$ cat src/rtl/esu_pkg.sv
package esu_pkg;

  typedef enum logic [1:0] {
    EDGE_RISE  = 2'd0,
    EDGE_FALL  = 2'd1,
    EDGE_BOTH  = 2'd2,
    EDGE_RISE8 = 2'd3
  } edge_mode_e;

  // Decide whether a line qualifies this cycle, given its mode and the edges seen.
  function automatic logic edge_hit(edge_mode_e m, logic rise, logic fall, logic wrap);
    case (m)
      EDGE_RISE: return rise;
      EDGE_FALL: return fall;
      EDGE_BOTH: return rise | fall;
      default:   return rise & wrap;
    endcase
  endfunction

endpackage

$ cat src/rtl/esu_line_detect.sv
module esu_line_detect
  import esu_pkg::*;
#(
  parameter int PRESCALE = 8
) (
  input  logic       clk,
  input  logic       rst_n,
  input  logic       line_i,
  input  edge_mode_e mode_i,
  input  logic       en_i,
  input  logic       mode_wr_i,
  output logic       hit_o
);
  localparam int CW = (PRESCALE > 1) ? $clog2(PRESCALE) : 1;

  logic [1:0]    sync_q;
  logic          prev_q;
  logic [CW-1:0] cnt_q;
  logic          rise, fall, wrap;

  assign rise = sync_q[1] & ~prev_q;
  assign fall = ~sync_q[1] & prev_q;
  assign wrap = (cnt_q == CW'(PRESCALE - 1));

  always_ff @(posedge clk) begin
    if (!rst_n) begin
      sync_q <= '0;
      prev_q <= 1'b0;
    end else begin
      sync_q <= {sync_q[0], line_i};
      prev_q <= sync_q[1];
    end
  end

  // Count rising edges in divide mode; any mode write restarts the count.
  always_ff @(posedge clk) begin
    if (!rst_n || mode_wr_i) begin
      cnt_q <= '0;
    end else if (en_i && mode_i == EDGE_RISE8 && rise) begin
      cnt_q <= wrap ? '0 : cnt_q + 1'b1;
    end
  end

  assign hit_o = en_i & edge_hit(mode_i, rise, fall, wrap);

  // The line changed two edges before this event was seen.
  assert_sync_latency_R2: assert property (@(posedge clk) disable iff (!rst_n)
    hit_o |-> ($past(line_i, 2) != $past(line_i, 3)));

endmodule

$ cat src/rtl/esu_fifo.sv
module esu_fifo #(
  parameter int W     = 20,
  parameter int DEPTH = 7
) (
  input  logic                       clk,
  input  logic                       rst_n,
  input  logic                       push_i,
  input  logic [W-1:0]               wdata_i,
  input  logic                       pop_i,
  output logic [W-1:0]               rdata_o,
  output logic                       empty_o,
  output logic                       full_o,
  output logic [$clog2(DEPTH+1)-1:0] level_o
);
  localparam int PW = (DEPTH > 1) ? $clog2(DEPTH) : 1;
  localparam int LW = $clog2(DEPTH + 1);

  logic [W-1:0]  mem_q [DEPTH];
  logic [PW-1:0] wr_q, rd_q;
  logic [LW-1:0] cnt_q;

  function automatic logic [PW-1:0] bump(input logic [PW-1:0] p);
    return (p == PW'(DEPTH - 1)) ? '0 : p + 1'b1;
  endfunction

  assign empty_o = (cnt_q == '0);
  assign full_o  = (cnt_q == LW'(DEPTH));
  assign level_o = cnt_q;
  assign rdata_o = mem_q[rd_q];

  always_ff @(posedge clk) begin
    if (!rst_n) begin
      wr_q  <= '0;
      rd_q  <= '0;
      cnt_q <= '0;
    end else begin
      if (push_i) wr_q <= bump(wr_q);
      if (pop_i)  rd_q <= bump(rd_q);
      case ({push_i, pop_i})
        2'b10:   cnt_q <= cnt_q + 1'b1;
        2'b01:   cnt_q <= cnt_q - 1'b1;
        default: cnt_q <= cnt_q;
      endcase
    end
  end

  always_ff @(posedge clk) begin
    if (push_i) mem_q[wr_q] <= wdata_i;
  end

  assert_no_overrun_R8: assert property (@(posedge clk) disable iff (!rst_n)
    (push_i && full_o) |-> pop_i);

  assert_no_underrun_R7: assert property (@(posedge clk) disable iff (!rst_n)
    pop_i |-> !empty_o);

endmodule

$ cat src/rtl/esu_hold_stage.sv
module esu_hold_stage #(
  parameter int W = 20
) (
  input  logic         clk,
  input  logic         rst_n,
  input  logic         src_valid_i,
  input  logic [W-1:0] src_data_i,
  input  logic         pop_i,
  output logic         take_o,
  output logic         valid_o,
  output logic [W-1:0] data_o,
  output logic         load_pulse_o
);
  logic         valid_q, load_q;
  logic [W-1:0] data_q;

  assign take_o = src_valid_i && (!valid_q || pop_i);

  always_ff @(posedge clk) begin
    if (!rst_n) begin
      valid_q <= 1'b0;
      load_q  <= 1'b0;
      data_q  <= '0;
    end else begin
      load_q <= take_o;
      if (take_o) begin
        valid_q <= 1'b1;
        data_q  <= src_data_i;
      end else if (pop_i) begin
        valid_q <= 1'b0;
      end
    end
  end

  assign valid_o      = valid_q;
  assign data_o       = data_q;
  assign load_pulse_o = load_q;

  assert_pop_empties_R7: assert property (@(posedge clk) disable iff (!rst_n)
    (valid_q && pop_i && !src_valid_i) |=> !valid_q);

endmodule

$ cat src/rtl/edge_stamp_unit.sv
module edge_stamp_unit
  import esu_pkg::*;
#(
  parameter int LINES     = 4,
  parameter int TW        = 16,
  parameter int DEPTH     = 7,
  parameter int FILL_MARK = 6,
  parameter int PRESCALE  = 8
) (
  input  logic                       clk,
  input  logic                       rst_n,
  input  logic [TW-1:0]              timer_i,
  input  logic [LINES-1:0]           line_i,
  input  logic                       cfg_we_i,
  input  logic [$clog2(LINES)-1:0]   cfg_line_i,
  input  logic [1:0]                 cfg_mode_i,
  input  logic                       cfg_en_i,
  input  logic                       hold_pop_i,
  output logic                       hold_valid_o,
  output logic [LINES-1:0]           hold_mask_o,
  output logic [TW-1:0]              hold_stamp_o,
  output logic [$clog2(DEPTH+1)-1:0] fifo_level_o,
  output logic                       overflow_o,
  output logic                       irq_hold_o,
  output logic                       irq_fill_o
);
  localparam int EW = LINES + TW;
  localparam int LW = $clog2(DEPTH + 1);
  localparam int SW = $clog2(LINES);

  edge_mode_e       mode_q [LINES];
  logic [LINES-1:0] en_q;
  logic [LINES-1:0] hit;

  logic          any_hit, push, drop, fifo_take;
  logic          fifo_empty, fifo_full;
  logic [EW-1:0] fifo_rdata, hold_data;
  logic [LW-1:0] level;
  logic          ovf_q, fill_q;

  for (genvar i = 0; i < LINES; i++) begin : g_line
    logic wr_here;
    assign wr_here = cfg_we_i && (cfg_line_i == SW'(i));

    always_ff @(posedge clk) begin
      if (!rst_n) begin
        mode_q[i] <= EDGE_RISE;
        en_q[i]   <= 1'b0;
      end else if (wr_here) begin
        mode_q[i] <= edge_mode_e'(cfg_mode_i);
        en_q[i]   <= cfg_en_i;
      end
    end

    esu_line_detect #(.PRESCALE(PRESCALE)) u_det (
      .clk       (clk),
      .rst_n     (rst_n),
      .line_i    (line_i[i]),
      .mode_i    (mode_q[i]),
      .en_i      (en_q[i]),
      .mode_wr_i (wr_here),
      .hit_o     (hit[i])
    );
  end

  // An entry may be written into a full FIFO only while the hold stage takes one out.
  assign any_hit = |hit;
  assign push    = any_hit && (!fifo_full || fifo_take);
  assign drop    = any_hit && !push;

  esu_fifo #(.W(EW), .DEPTH(DEPTH)) u_fifo (
    .clk     (clk),
    .rst_n   (rst_n),
    .push_i  (push),
    .wdata_i ({hit, timer_i}),
    .pop_i   (fifo_take),
    .rdata_o (fifo_rdata),
    .empty_o (fifo_empty),
    .full_o  (fifo_full),
    .level_o (level)
  );

  esu_hold_stage #(.W(EW)) u_hold (
    .clk          (clk),
    .rst_n        (rst_n),
    .src_valid_i  (!fifo_empty),
    .src_data_i   (fifo_rdata),
    .pop_i        (hold_pop_i),
    .take_o       (fifo_take),
    .valid_o      (hold_valid_o),
    .data_o       (hold_data),
    .load_pulse_o (irq_hold_o)
  );

  always_ff @(posedge clk) begin
    if (!rst_n) begin
      ovf_q  <= 1'b0;
      fill_q <= 1'b0;
    end else begin
      if (drop) ovf_q <= 1'b1;
      fill_q <= push && !fifo_take && (level == LW'(FILL_MARK - 1));
    end
  end

  assign hold_mask_o  = hold_data[EW-1:TW];
  assign hold_stamp_o = hold_data[TW-1:0];
  assign fifo_level_o = level;
  assign overflow_o   = ovf_q;
  assign irq_fill_o   = fill_q;

  assert_sticky_ovf_R8: assert property (@(posedge clk) disable iff (!rst_n)
    overflow_o |=> overflow_o);

  assert_fill_level_R10: assert property (@(posedge clk) disable iff (!rst_n)
    irq_fill_o |-> (fifo_level_o == LW'(FILL_MARK)));

  assert_auto_move_R7: assert property (@(posedge clk) disable iff (!rst_n)
    (!hold_valid_o && fifo_level_o != '0) |=> hold_valid_o);

  assert_irq_hold_R9: assert property (@(posedge clk) disable iff (!rst_n)
    irq_hold_o |-> hold_valid_o);

endmodule

$ cat config.mk
export PLATFORM = sky130hd
export DESIGN_NAME = edge_stamp_unit
export DESIGN_NICKNAME = d
export VERILOG_FILES = /design/src/rtl/esu_pkg.sv /design/src/rtl/esu_line_detect.sv /design/src/rtl/esu_fifo.sv /design/src/rtl/esu_hold_stage.sv /design/src/rtl/edge_stamp_unit.sv
export SDC_FILE = /design/constraint.sdc
export NUM_CORES = 1
export LEC_CHECK = 0
export BUFFER_PORTS_ARGS = -buffer_cell sky130_fd_sc_hd__buf_2
export CORE_ASPECT_RATIO = 0.7
export CORE_MARGIN = 2
export CORE_UTILIZATION = 40
export DETAILED_ROUTE_END_ITERATION = 10
export PLACE_DENSITY = 0.55
export SLEW_MARGIN = 20
export SYNTH_ARGS = -nofsm -noshare
export SYNTH_HDL_FRONTEND = slang
export SYNTH_SLANG_ARGS = --single-unit
$ cat constraint.sdc
create_clock -name clk -period 4.7 [get_ports clk]
set_input_delay 0.705 -clock clk [delete_from_list [all_inputs] [get_ports clk]]
set_output_delay 0.705 -clock clk [all_outputs]
set_load 0.02 [all_outputs]
==> flow_summary_export.csv <==
group,metric,value,unit
outcome,status,"complete, no violations",
setup_path,critPathCaptureType,"register",
die,fp.dieW,177,um
synthesis,yosys_register_bits,209,
global_routing,grt_start_max_net_pins,61,
detailed_routing,first_pass_iters,4,
die,core-area,20600,sq um
layout,area_growth,16.3,%
global_routing,overflow,0,
place,routabilityCongestion,0.728,
setup_path,worstPathRequired,4870,ps
setup_path,crit_arrival,3070,ps
detailed_routing,avgViaCountPerCell,5.08,
cts,path_clk_slew,60,ps
setup_path,max_stage_delay,600,ps
synthesis,synth-main-ff-cell,"edfxtp_1",
setup_path,cp_num_buf_inv,1,
synthesis,syn_avg_cell_area,14.9,sq um
timing,finalHoldViolCount,0,
detailed_routing,vias,4657,
timing,slew_violations,0,
timing,slew_headroom,0.433,
setup_path,crit_path_cell_trace,"ha_1 -> ha_1 -> and3_1 -> o21ai_1 -> a21boi_1 -> o31ai_4 -> or3b_1 -> nor2_2 -> buf_4",
cts,post_cts_buffers,0,
synthesis,synth_area,8330,sq um
synthesis,synth_nets,607,
setup_path,reg2reg_slack,1800,ps
synthesis,ys_types,48,
global_routing,antenna_found_initial,0,
timing,fin_skew,9.10,ps
setup_path,critical_path.startpoint_type,"register",
layout,final_common_cell,"edfxtp_1",
detailed_routing,wl_per_cell,17.2,um
place,port-buffer-count,55,
pwr,pwr_density_cell,511,nW/um^2
global_routing,track_usage,0.147,
cts,clockBufferDepth,3,
die,die_area,22000,sq um
job,max_cap_viol_count,0,
cts,htree_levels,1,
setup_path,cpMaxStageDelayCell,"a21boi_1",
die,ios,56,
detailed_routing,ant_nets,0,
layout,final_cell_mix,"edfxtp_1, dfxtp_1, nand2_1",
die,fp.dieH,125,um
place,pre_cts_ws,1810,ps
setup_path,cpMostUsedCell,"ha_1",
timing,rsz0062_at_grt,"false",
die,initial_core_util,0.405,
die,rows,44,
timing,period_share,0.617,
pwr,peakVddDrop,346,uV
synthesis,ys_seq_area_frac,0.680,
place,dp_hpwl,9.68,mm
timing,min_period,2900,ps
layout,drive_above_1_share,0.232,
synthesis,synth_edf_count,148,
cts,cts-root-buf,"clkbuf_16",
timing,clock.fmax,345,MHz
global_routing,grt_pass1_vias,4697,
setup_path,path_max_fanout,20,
worst_hold_path,hold_class,"primary input to register",
layout,nets,671,
cts,cts_tree,"built",
setup_path,cp_top_family,"compound AO/OA/AOI/OAI gates",
cts,ctsResizeCount,0,
timing,setup_violations,0,
synthesis,netlist_instances,561,
layout,nFillCells,1815,
synthesis,yosys_warnings,0,
timing,final.setup.tns,0,ps
pwr,p_leak,3.66,nW
cts,cts_sinks,209,
cts,holdBufCountCts,0,
global_routing,grt_pass1_wl,25.5,mm
setup_path,crit_type,"register to register",
timing,tightest_slew,851,ps
detailed_routing,drt_iter0_drc,290,
detailed_routing,wirelength,15.7,mm
detailed_routing,drc,0,
synthesis,async_reset_ff_frac,0,
layout,diodes,0,
cts,clk_latency,500,ps
cts,cts_buffers,22,
timing,fin_ws,1800,ps
area by class of cell:
class | count | area [sq um] | area share
Clock inverter | 14 | 104 | 0.0107
Multi-Input combinational cell | 312 | 2550 | 0.263
Clock buffer | 26 | 607 | 0.0626
Tap cell | 276 | 345 | 0.0356
Sequential cell | 209 | 5670 | 0.585
Timing Repair Buffer | 68 | 375 | 0.0387
Inverter | 12 | 45.0 | 0.00465
path summary, 6_finish.rpt:
check / startpoint / end / cells past startpoint
worst max register to register: g_line[3].u_det.cnt_q[0] / u_fifo.mem_q[5][13] / 9
worst min register to register: g_line[0].u_det.sync_q[0] / g_line[0].u_det.sync_q[1] / 1
worst max-delay path: g_line[3].u_det.cnt_q[0] / u_fifo.mem_q[5][13] / 9
worst min-delay path: line_i[2] / g_line[2].u_det.sync_q[0] / 2
worst reg2reg max path, delay by kind of cell, from the launching register on:
| kind | cells | cell delay (ps) |
|---|---|---|
| compound gates | 3 | 870 |
| simple gates | 3 | 730 |
| flops | 1 | 350 |
| fa+ha+maj | 2 | 310 |
| buf+inv | 1 | 310 |
synth_stat cells (2+ instances only):
cell type | number | share of area
a21boi_0 | 3 | 0.0027
a21boi_1 | 3 | 0.0027
a21oi_1 | 7 | 0.0042
and2_1 | 13 | 0.0098
and3_1 | 3 | 0.0023
and3b_1 | 2 | 0.0021
buf_1 | 4 | 0.0018
buf_2 | 5 | 0.0030
clkbuf_1 | 18 | 0.0081
dfxtp_1 | 61 | 0.15
edfxtp_1 | 148 | 0.53
ha_1 | 16 | 0.024
inv_1 | 12 | 0.0054
mux2_4 | 2 | 0.0036
mux2i_1 | 54 | 0.065
mux4_2 | 20 | 0.054
nand2_1 | 56 | 0.025
nand2b_1 | 2 | 0.0015
nand3_1 | 4 | 0.0024
nand3b_1 | 3 | 0.0027
nand4_1 | 5 | 0.0038
nor2_1 | 33 | 0.015
nor2b_1 | 3 | 0.0023
nor3_1 | 9 | 0.0054
nor4_1 | 2 | 0.0015
o211a_1 | 20 | 0.024
o21ai_0 | 29 | 0.017
o21ai_1 | 3 | 0.0018
o221ai_4 | 2 | 0.0063
metal layers:
metal | wire (um) | part of all wire | vias to the layer above | track usage
met5 | 0 | 0 | - | 0
met4 | 211 | 0.013 | 0 | 0.0297
met3 | 743 | 0.047 | 21 | 0.0311
met2 | 7180 | 0.46 | 85 | 0.230
met1 | 7600 | 0.48 | 2320 | 0.213
li1 | - | - | 2231 | -
metrics by stage:
stage | instance area, sq um | power (mW) | utilization | hold WS [ps] | cells
2_1_floorplan | 8330 | 3.01 | - | 412 | 561
3_3_place_gp | 8980 | 3.31 | 0.436 | 423 | 877
3_5_place_dp | 8980 | 3.33 | 0.436 | 422 | 877
4_1_cts | 9690 | 5.03 | 0.471 | 397 | 917
5_1_grt | 9700 | 5.21 | 0.471 | 407 | 917
6_report | 9700 | 4.96 | 0.471 | 411 | 917
report_power, final:
part	internal [mW]	total (mW)	switching [mW]
Combinational	0.448	1.00	0.554
Sequential	2.09	2.27	0.178
Clock	0.982	1.68	0.699
Total	3.52	4.96	1.43
sequential cells by signal, summed over array words and instances, names as in the netlist:
signal and flops:
u_fifo.mem_q 140, u_hold.data_o 20, g_line.u_det.cnt_q 12, g_line.u_det.sync_q 8, mode_q 8, en_q 4, g_line.u_det.prev_q 4, u_fifo.level_o 3
u_fifo.rd_q 3, u_fifo.wr_q 3, irq_fill_o 1, overflow_o 1, u_hold.load_pulse_o 1, u_hold.valid_o 1
cell families (layout without fill, tap and decap cells):
kind of cell / count (synthesis) / after routing / share of synthesized area
flops: 209 / 209 / 0.680
simple gates: 144 / 144 / 0.0832
mux: 76 / 76 / 0.123
compound gates: 75 / 75 / 0.0689
buf+inv: 40 / 120 / 0.0192
fa+ha+maj: 17 / 17 / 0.0264
Note: power is estimated with default switching activity, not from simulation.
